## config.mk

```make
export PLATFORM = sky130hd
export DESIGN_NAME = relock_ctrl
export DESIGN_NICKNAME = d
export VERILOG_FILES = /design/src/rtl/relock_pkg.sv /design/src/rtl/relock_detect.sv /design/src/rtl/relock_seq.sv /design/src/rtl/relock_retry.sv /design/src/rtl/relock_ctrl.sv
export SDC_FILE = /design/constraint.sdc
export NUM_CORES = 1
export LEC_CHECK = 0
export CORE_UTILIZATION = 40
export CTS_CLUSTER_SIZE = 20
export DETAILED_ROUTE_END_ITERATION = 12
export HOLD_SLACK_MARGIN = 0.08
export PLACE_DENSITY = 0.68
export RECOVER_POWER = 50
export SYNTH_ARGS = -nofsm -noshare
export SYNTH_HDL_FRONTEND = slang
export SYNTH_SLANG_ARGS = --single-unit
```

## constraint.sdc

```tcl
create_clock -name clk -period 5.88 [get_ports clk]
set_clock_uncertainty 0.05 [all_clocks]
set_input_delay 1.764 -clock clk [delete_from_list [all_inputs] [get_ports clk]]
set_output_delay 1.764 -clock clk [all_outputs]
set_load 0.02 [all_outputs]
```

## src/rtl/relock_pkg.sv

```systemverilog
package relock_pkg;
  typedef enum logic [1:0] {
    ST_PULSE  = 2'd0,
    ST_WAIT   = 2'd1,
    ST_LOCKED = 2'd2
  } relock_state_e;
endpackage

```

## src/rtl/relock_detect.sv

```systemverilog
module relock_detect #(
  parameter int FAIL_W = 4
) (
  input  logic              clk,
  input  logic              rst_n,
  input  logic              locked,
  input  logic [FAIL_W-1:0] fail,
  input  logic              lost,
  output logic              bad_q
);
  // Any failure source, OR-reduced and captured in one flop
  logic any_fail;
  always_comb any_fail = (|fail) | lost | ~locked;

  always_ff @(posedge clk) begin
    if (!rst_n) bad_q <= 1'b1;
    else        bad_q <= any_fail;
  end
endmodule

```

## src/rtl/relock_seq.sv

```systemverilog
module relock_seq
  import relock_pkg::*;
#(
  parameter int RST_W       = 4,
  parameter int LOCK_WAIT   = 1024,
  parameter int LOCK_CHECKS = 4
) (
  input  logic clk,
  input  logic rst_n,
  input  logic bad_q,
  output logic mgr_rst,
  output logic in_lock,
  output logic relock_evt,
  output logic timeout
);
  localparam int TMAX = (RST_W > LOCK_WAIT) ? RST_W : LOCK_WAIT;
  localparam int TW   = $clog2(TMAX + 1);
  localparam int QW   = $clog2(LOCK_CHECKS + 1);
  localparam logic [TW-1:0] PULSE_LAST = TW'(RST_W - 1);
  localparam logic [TW-1:0] WAIT_LAST  = TW'(LOCK_WAIT - 1);
  localparam logic [QW-1:0] RUN_LAST   = QW'(LOCK_CHECKS - 1);

  relock_state_e state_q, state_d;
  logic [TW-1:0] tmr_q, tmr_d;
  logic [QW-1:0] run_q, run_d;
  logic          evt_q, evt_d;

  always_comb begin
    state_d = state_q;
    tmr_d   = tmr_q;
    run_d   = run_q;
    evt_d   = 1'b0;
    timeout = 1'b0;
    case (state_q)
      ST_PULSE: begin
        if (tmr_q == PULSE_LAST) begin
          state_d = ST_WAIT;
          tmr_d   = '0;
          run_d   = '0;
        end else begin
          tmr_d = tmr_q + 1'b1;
        end
      end
      ST_WAIT: begin
        if (!bad_q && run_q == RUN_LAST) begin
          state_d = ST_LOCKED;
          evt_d   = 1'b1;
        end else begin
          run_d = bad_q ? '0 : run_q + 1'b1;
          if (tmr_q == WAIT_LAST) begin
            state_d = ST_PULSE;
            tmr_d   = '0;
            timeout = 1'b1;
          end else begin
            tmr_d = tmr_q + 1'b1;
          end
        end
      end
      ST_LOCKED: begin
        if (bad_q) begin
          state_d = ST_PULSE;
          tmr_d   = '0;
        end
      end
      default: begin
        state_d = ST_PULSE;
        tmr_d   = '0;
      end
    endcase
  end

  always_ff @(posedge clk) begin
    if (!rst_n) begin
      state_q <= ST_PULSE;
      tmr_q   <= '0;
      run_q   <= '0;
      evt_q   <= 1'b0;
    end else begin
      state_q <= state_d;
      tmr_q   <= tmr_d;
      run_q   <= run_d;
      evt_q   <= evt_d;
    end
  end

  assign mgr_rst    = (state_q == ST_PULSE);
  assign in_lock    = (state_q == ST_LOCKED);
  assign relock_evt = evt_q;
endmodule

```

## src/rtl/relock_retry.sv

```systemverilog
module relock_retry #(
  parameter int CNT_W     = 4,
  parameter int MAX_RETRY = 8
) (
  input  logic             clk,
  input  logic             rst_n,
  input  logic             timeout,
  output logic [CNT_W-1:0] retry_cnt,
  output logic             fault
);
  localparam logic [CNT_W-1:0] CNT_TOP = '1;

  logic [CNT_W-1:0] cnt_q, cnt_d;
  logic             fault_q;
  logic             at_limit;

  always_comb begin
    cnt_d    = (timeout && cnt_q != CNT_TOP) ? cnt_q + 1'b1 : cnt_q;
    at_limit = ({{(32-CNT_W){1'b0}}, cnt_d} >= 32'(MAX_RETRY));
  end

  always_ff @(posedge clk) begin
    if (!rst_n) begin
      cnt_q   <= '0;
      fault_q <= 1'b0;
    end else begin
      cnt_q   <= cnt_d;
      fault_q <= fault_q | (timeout & at_limit);
    end
  end

  assign retry_cnt = cnt_q;
  assign fault     = fault_q;
endmodule

```

## src/rtl/relock_ctrl.sv

```systemverilog
module relock_ctrl #(
  parameter int FAIL_W      = 4,
  parameter int RST_W       = 4,
  parameter int LOCK_WAIT   = 1024,
  parameter int LOCK_CHECKS = 4,
  parameter int CNT_W       = 4,
  parameter int MAX_RETRY   = 8
) (
  input  logic              clk,
  input  logic              rst_n,
  input  logic              mgr_locked,
  input  logic [FAIL_W-1:0] mgr_fail,
  input  logic              mgr_clk_lost,
  output logic              mgr_rst,
  output logic              in_lock,
  output logic              relock_evt,
  output logic [CNT_W-1:0]  retry_cnt,
  output logic              fault
);
  logic bad_q;
  logic timeout;

  relock_detect #(.FAIL_W(FAIL_W)) u_detect (
    .clk    (clk),
    .rst_n  (rst_n),
    .locked (mgr_locked),
    .fail   (mgr_fail),
    .lost   (mgr_clk_lost),
    .bad_q  (bad_q)
  );

  relock_seq #(
    .RST_W       (RST_W),
    .LOCK_WAIT   (LOCK_WAIT),
    .LOCK_CHECKS (LOCK_CHECKS)
  ) u_seq (
    .clk        (clk),
    .rst_n      (rst_n),
    .bad_q      (bad_q),
    .mgr_rst    (mgr_rst),
    .in_lock    (in_lock),
    .relock_evt (relock_evt),
    .timeout    (timeout)
  );

  relock_retry #(
    .CNT_W     (CNT_W),
    .MAX_RETRY (MAX_RETRY)
  ) u_retry (
    .clk       (clk),
    .rst_n     (rst_n),
    .timeout   (timeout),
    .retry_cnt (retry_cnt),
    .fault     (fault)
  );
endmodule

```

==> results of run 1 <==
==> synth_stat cells (2+ instances only) <==
| library cell | instances |
|---|---|
| dfxtp_1 | 23 |
| o32ai_1 | 2 |
| nand4_1 | 4 |
| and3_1 | 4 |
| nor2_1 | 10 |
| buf_2 | 3 |
| inv_1 | 3 |
| and2_1 | 7 |
| nand3_1 | 11 |
| o211ai_1 | 3 |
| nand2_1 | 11 |
| mux2i_1 | 3 |
| nor2b_1 | 4 |
| nor3_1 | 5 |
| nor4b_1 | 3 |
| ha_1 | 4 |
| or2b_1 | 2 |
| o21ai_0 | 5 |
| o31ai_1 | 7 |
| nor4_1 | 2 |
| xnor2_1 | 3 |
| nand2b_1 | 3 |
==> worst max-delay path by stage <==
stage	endpoint	slack, ps	cells past startpoint
2_1_floorplan	in_lock	3200	2
3_3_place_gp	u_seq.tmr_q[7]	2360	3
3_5_place_dp	u_seq.tmr_q[4]	2260	3
4_1_cts	in_lock	2240	3
5_1_grt	in_lock	2140	3
6_report	in_lock	2240	3
==> cell families (layout without fill, tap and decap cells) <==
group           Yosys count  count (layout)  share of synthesized area
compound gates           29              29                     0.1882
xor+xnor                  3               3                    0.02059
fa+ha+maj                 4               4                    0.03922
buf+inv                   8              22                    0.03235
flops                    23              23                     0.3608
mux                       3               3                    0.02353
simple gates             74              74                     0.3353
==> state kept, by name, summed over array words and instances, names as in the netlist, named ones only <==
signal	count
u_detect.bad_q	1
u_retry.fault	1
u_retry.retry_cnt	2
u_seq.relock_evt	1
u_seq.run_q	3
u_seq.state_q	2
u_seq.tmr_q	11
==> routing by layer <==
| metal | global-route usage | vias to the layer above | wire (µm) |
|---|---|---|---|
| met2 | 0.2857 | 16 | 1284 |
| met5 | 0 | - | 0 |
| met1 | 0.2411 | 524 | 1268 |
| li1 | - | 569 | - |
| met3 | 0.03956 | 4 | 92 |
| met4 | 0.08163 | 0 | 51 |
==> worst register-to-register path, delay by kind of cell (launching register included) <==
kind	cells	cell delay, ps
compound gates	1	130
fa+ha+maj	1	250
flops	1	400
simple gates	3	1400
==> power by group <==
group,total (mW),leakage [nW],switching (mW),internal (mW)
Clock,0.0753,0.0150,0.0487,0.0266
Combinational,0.0303,0.279,0.0154,0.0150
Sequential,0.163,0.186,0.00377,0.159
==> layout make-up <==
class / count / area (µm²)
inverters: 3 / 11.26
well taps: 44 / 55.05
repair buffers: 15 / 150.1
flip-flops and latches: 23 / 460.4
multi-input cells: 113 / 770.7
clock buffers: 4 / 26.28
fillers: 305 / 1554
==> stage by stage <==
| stage | utilization | power [mW] | instance area, µm² | setup slack (ps) | instances |
|---|---|---|---|---|---|
| after floorplan | - | 0.1875 | 1276 | 3197 | 144 |
| after global placement | 0.4793 | 0.1958 | 1451 | 2360 | 198 |
| after detailed placement | 0.4793 | 0.1963 | 1451 | 2260 | 198 |
| after CTS | 0.4880 | 0.2715 | 1478 | 2236 | 202 |
| final | 0.4868 | 0.2682 | 1474 | 2236 | 202 |
| after global routing | 0.4868 | 0.2802 | 1474 | 2143 | 202 |
==> impl_metrics.ini, run 1 <==
[setup_path]
r2r-start = u_seq.tmr_q[0]
criticalPathCategory = reg2out
cp.required_ps = 4070
endpoint_kind = output port
start_kind = register
crit_buf_inv = 2
r2r_setup_slack_ps = 3530
slowest_delay_ps = 590
slowest_stage = clkdlybuf4s50_1
arrival_ps = 1830
crit_fanout = 8
critical_path.cell_chain = or2b_1, inv_1, clkdlybuf4s50_1
r2r_cells = 5
crit_family = buffers and inverters
cp-startpoint = u_seq.state_q[1]
r2r_end = u_seq.tmr_q[3]

[timing]
post-route-period-util = 0.6197
holdWs_ps = 454.7
tightestPinTransition_ps = 831.9
slew_violations = 0
setup_viol = 0
min_period_ps = 3644
setup_tns_ps = 0
rsz0062_at_grt = no
hold_violations = 0
maxSlewHeadroom = 0.4435
max_freq_mhz = 274.4

[yosys]
ys_ff_latch = 23
synth_area_leaders = dfxtp_1 36%, nand3_1 4.3%, o31ai_1 4.1%
async_reset_ff_frac = 0
ys.flop_type = dfxtp_1
syn_inst = 144
synthesis.area_um2 = 1276
synth_enable_flop_cells = 0
yosysSeqAreaShare = 0.3608
ys_warn_count = 0
synth_cell_types = 44
yosys.area.top_type_share = 0.3608
synth_top_area_cell = dfxtp_1
avgSynthCellArea_um2 = 8.863
syn_nets = 156

[outcome]
status = finished, final reports clean

[min_path]
holdPathStages = 2
holdPathEnd = u_retry.fault
hp-class = reg2reg
hp-start = u_retry.fault

[die]
core-area_um2 = 3028
start_util = 0.4215
rows = 20
die_area_um2 = 3421
die_w_um = 58.49
design.portCount = 16
fp.dieH_um = 58.49

[global_routing]
gr-total-overflow = 0
first_global_vias = 1024
grt_first_pass_wirelength_um = 4726
antenna_found_initial = 0
track_usage = 0.1824
grt_max_degree = 27

[clocking]
path_clk_slew_ps = 120
cts_sinks = 23
post_cts_resized = 0
post_cts_buffers = 0
cts-root-buf = clkbuf_4
clk_latency_ps = 320
cts_hold_buf = 0
htreeDepth = 1
cts_tree = built
cts_inserted_buffers = 3
clockBufferDepth = 2

[detailed_routing]
first_pass_iters = 4
ant_nets = 0
vias = 1113
avgRoutedWirePerCell_um = 13.35
routed_wl_um = 2697
viasPerCell = 5.510
drc = 0
drt_iter0_markers = 38

[power]
power.leakage_nw = 0.4798
power.density_nw_per_um2 = 181.9
ir_drop_v = 0.00008980

[placed_design]
portBuffers = 15
gp_congestion = 0.8610
place_hpwl_um = 1952

[cells_and_area]
final_common_cell = dfxtp_1
layout_common_cells = 23 x dfxtp_1, 13 x clkdlybuf4s50_1, 11 x nand3_1, 11 x nand2_1, 10 x nor2_1
finalNetCount = 171
area_growth_pct = 15.49
drive_above_1_share = 0.05063
antenna_cells = 0

[flow_run]
drv_cap = 0
Note: power is estimated with default switching activity, not from simulation.
==> run 2: changes to the inputs <==
==> constraint.sdc (replaced) <==
create_clock -name clk -period 3.6 [get_ports clk]
set_clock_uncertainty 0.05 [all_clocks]
set_input_delay 1.08 -clock clk [delete_from_list [all_inputs] [get_ports clk]]
set_output_delay 1.08 -clock clk [all_outputs]
set_load 0.02 [all_outputs]
==> impl_metrics.ini, run 2 (synthesis results as in run 1) <==
[outcome]
status = finished, final reports clean

[global_routing]
first_global_vias = 1034
grt_max_degree = 18
track_usage = 0.1779
antenna_found_initial = 0
grt_first_pass_wirelength_um = 4616
gr-total-overflow = 0

[cells_and_area]
finalNetCount = 172
largest_reg_flops = 11
antenna_cells = 0
layout_common_cells = 23 x dfxtp_1, 13 x clkdlybuf4s50_1, 11 x nand3_1, 11 x nand2_1, 10 x nor2_1
area_growth_pct = 14.51
drive_above_1_share = 0.05031
largest_registers = u_seq.tmr_q x11, u_seq.run_q x3
final_util = 0.4826
fillCellCount = 307
final_common_cell = dfxtp_1
regMostFlops = u_seq.tmr_q

[power]
power.density_nw_per_um2 = 298.0
total_power_mw = 0.4355
ir_drop_v = 0.0002060
power.leakage_nw = 0.4814

[detailed_routing]
first_pass_iters = 4
routed_wl_um = 2657
ant_nets = 0
viasPerCell = 5.468
avgRoutedWirePerCell_um = 13.09
drc = 0
drt_iter0_markers = 33
vias = 1110

[die]
start_util = 0.4215
die_w_um = 58.49
rows = 20
fp.dieH_um = 58.49
core-area_um2 = 3028
design.portCount = 16
die_area_um2 = 3421

[clocking]
clk_latency_ps = 310
clockBufferDepth = 2
cts_tree = built
htreeDepth = 1
post_cts_resized = 0
path_clk_slew_ps = 120
cts_sinks = 23
post_cts_buffers = 0
cts_inserted_buffers = 3
cts_hold_buf = 0
cts-root-buf = clkbuf_4

[timing]
setup_viol = 0
post-route-period-util = 0.7954
maxSlewHeadroom = 0.3294
setup_tns_ps = 0
max_freq_mhz = 349.2
rsz0062_at_grt = no
hold_violations = 0
tightestPinTransition_ps = 996.7
min_period_ps = 2863
slew_violations = 0

[setup_path]
start_kind = register
crit_family = buffers and inverters
slowest_stage = clkdlybuf4s50_1
criticalPathCategory = reg2out
critical_path.cell_chain = or2b_1, inv_1, clkdlybuf4s50_1
crit_buf_inv = 2
slowest_delay_ps = 590
r2r_setup_slack_ps = 1020
endpoint_kind = output port
crit_fanout = 8
arrival_ps = 1730
cp.required_ps = 2470

[min_path]
hp-class = reg2reg

[flow_run]
drv_cap = 0

[placed_design]
place_hpwl_um = 1957
portBuffers = 15
gp_congestion = 0.8583
## run 2: worst register-to-register path, stage by stage, from the launching register on
cell and delay [ps]:
dfxtp_1 420, ha_1 250, nand3_1 240, nor4_1 910
nand4_1 290, xnor2_1 190, and2_0 140
## run 2: worst paths after layout
path                         start                    to  cells past startpoint
setup reg to reg    u_seq.tmr_q[0]  u_retry.retry_cnt[3]                      6
hold / removal       u_retry.fault         u_retry.fault                      2
hold reg to reg      u_retry.fault         u_retry.fault                      2
setup / recovery  u_seq.state_q[1]               in_lock                      3
## run 2: cell type report
type	instances	area (µm²)	share of cell area
Multi-Input combinational cell	113	753.2	0.5154
Sequential cell	23	460.4	0.3151
Timing Repair Buffer	16	153.9	0.1053
Tap cell	44	55.05	0.03767
Clock buffer	3	22.52	0.01541
Inverter	3	11.26	0.007705
Clock inverter	1	5.005	0.003425
## run 2: routing by layer
metal  share of wire  vias up  track usage
met5               0        -            0
met4           0.017        0      0.08163
met3           0.035        4      0.01978
met2            0.45       22       0.2956
met1            0.50      522       0.2322
li1                -      562            -
## run 2: report_power, final
group / switching, mW / internal (mW)
Clock: 0.0787 / 0.0415
Sequential: 0.00664 / 0.259
Combinational: 0.0251 / 0.0242
Total: 0.110 / 0.325
## run 2: stage by stage
stage / cell area [µm²] / hold slack, ps / setup WS, ps / instances
floorplan: 1276 / 406.8 / 1601 / 144
global placement: 1459 / 423.5 / 993.8 / 199
detailed placement: 1459 / 437.5 / 940.6 / 199
CTS: 1486 / 461.7 / 695.9 / 203
global route: 1461 / 497.4 / 583.6 / 203
finish: 1461 / 460.2 / 736.5 / 203
==> run 3: changes to the inputs <==
==> constraint.sdc (replaced) <==
create_clock -name clk -period 2.75 [get_ports clk]
set_clock_uncertainty 0.05 [all_clocks]
set_input_delay 0.825 -clock clk [delete_from_list [all_inputs] [get_ports clk]]
set_output_delay 0.825 -clock clk [all_outputs]
set_load 0.02 [all_outputs]
==> impl_metrics.ini, run 3 (synthesis results as in run 1) <==
[timing]
tightestPinTransition_ps = 735.3
hold_violations = 0
worst_slack_ps = 198.3
setup_viol = 0
maxSlewHeadroom = 0.5098
slew_violations = 0
rsz0062_at_grt = no
min_period_ps = 2552
setup_tns_ps = 0
post-route-period-util = 0.9279
holdWs_ps = 447.0
max_freq_mhz = 391.9

[cells_and_area]
multi_input_area_um2 = 745.7
regMostFlops = u_seq.tmr_q
final_area_um2 = 1469
largest_reg_flops = 11
area_growth_pct = 15.10
fillCellCount = 309
final_common_cell = dfxtp_1
layout_common_cells = 22 x dfxtp_1, 12 x clkdlybuf4s50_1, 11 x nand3_1, 11 x nand2_1, 10 x nor2_1
antenna_cells = 0
drive_above_1_share = 0.06211
regArea_um2 = 461.7
largest_registers = u_seq.tmr_q x11, u_seq.run_q x3
finalNetCount = 174

[min_path]
hp-class = reg2reg

[detailed_routing]
viasPerCell = 5.332
avgRoutedWirePerCell_um = 13.09
ant_nets = 0
vias = 1093
routed_wl_um = 2684
first_pass_iters = 4
drt_iter0_markers = 64
drc = 0

[placed_design]
portBuffers = 15
dp_slack_ps = 463.8
placed_area_um2 = 1474
place_hpwl_um = 1998
gp_congestion = 0.8494

[die]
die_w_um = 58.49
start_util = 0.4215
die_area_um2 = 3421
fp.dieH_um = 58.49
rows = 20
design.portCount = 16
core-area_um2 = 3028

[global_routing]
track_usage = 0.1824
grt_max_degree = 15
antenna_found_initial = 0
first_global_vias = 1060
gr-total-overflow = 0
grt_first_pass_wirelength_um = 4712

[setup_path]
slowest_stage = clkdlybuf4s50_1
endpoint_kind = output port
arrival_ps = 1680
crit_family = buffers and inverters
criticalPathCategory = reg2out
start_kind = register
critical_path.cell_chain = or2b_1, inv_1, clkdlybuf4s50_1
slowest_delay_ps = 590
cp.required_ps = 1880
crit_fanout = 8
crit_buf_inv = 2

[outcome]
status = finished, final reports clean

[clocking]
cts_tree = built
cts_inserted_buffers = 3
cts_hold_buf = 0
htreeDepth = 1
post_cts_buffers = 0
post_cts_resized = 0
path_clk_slew_ps = 150
clockBufferDepth = 2
clk_latency_ps = 330
cts-root-buf = clkbuf_4
cts_sinks = 23

[power]
p_clk_frac = 0.296
p_int_mw = 0.4273
power.leakage_nw = 0.4914
seq_power_share = 0.593
total_power_mw = 0.5860
switching_share = 0.2708
power.density_nw_per_um2 = 398.9
p_sw_mw = 0.1587
ir_drop_v = 0.0001838
combPwrFrac = 0.111

[flow_run]
drv_cap = 0
## run 3: final timing paths
kind / slack [ps] / startpoint / depth (start not counted) / end
setup / recovery: 200 / u_seq.state_q[1] / 3 / in_lock
setup reg to reg: 340 / u_seq.run_q[0] / 7 / u_seq.tmr_q[3]
hold / removal: 450 / u_retry.fault / 2 / u_retry.fault
hold reg to reg: 450 / u_retry.fault / 2 / u_retry.fault
## run 3: area by class of cell
cell class | instances | share of cell area
timing repair buffer | 18 | 0.1124
inverter | 3 | 0.007666
clock buffer | 3 | 0.01533
multi-input combinational | 113 | 0.5077
tap | 44 | 0.03748
sequential | 23 | 0.3143
clock inverter | 1 | 0.005111
## run 3: metal layers
| layer | vias to the layer above | track usage | share of wire |
|---|---|---|---|
| met2 | 17 | 0.3071 | 0.47 |
| met5 | - | 0 | 0 |
| met1 | 503 | 0.2248 | 0.49 |
| met3 | 4 | 0.02857 | 0.023 |
| met4 | 0 | 0.09524 | 0.020 |
| li1 | 569 | - | - |
## run 3: metrics by stage
| step | util | std cells |
|---|---|---|
| final | 0.4851 | 205 |
| after global routing | 0.4851 | 205 |
| after CTS | 0.4967 | 205 |
| after detailed placement | 0.4868 | 201 |
| after global placement | 0.4868 | 201 |
| after floorplan | - | 144 |
## run 3: worst min-delay path, cell delays in order, from the launching register on
cell and delay (ps):
dfxtp_1 350, nand2_1 50, o211ai_1 70
## run 3: power by group through the flow
| stage | registers, mW | logic, mW | clock network, mW |
|---|---|---|---|
| 3_3_place_gp | 0.354 | 0.0678 | 0 |
| 3_5_place_dp | 0.355 | 0.0683 | 0 |
| 6_report | 0.347 | 0.0653 | 0.173 |
| 4_1_cts | 0.347 | 0.0690 | 0.179 |
| 2_1_floorplan | 0.352 | 0.0484 | 0 |
| 5_1_grt | 0.349 | 0.0732 | 0.197 |
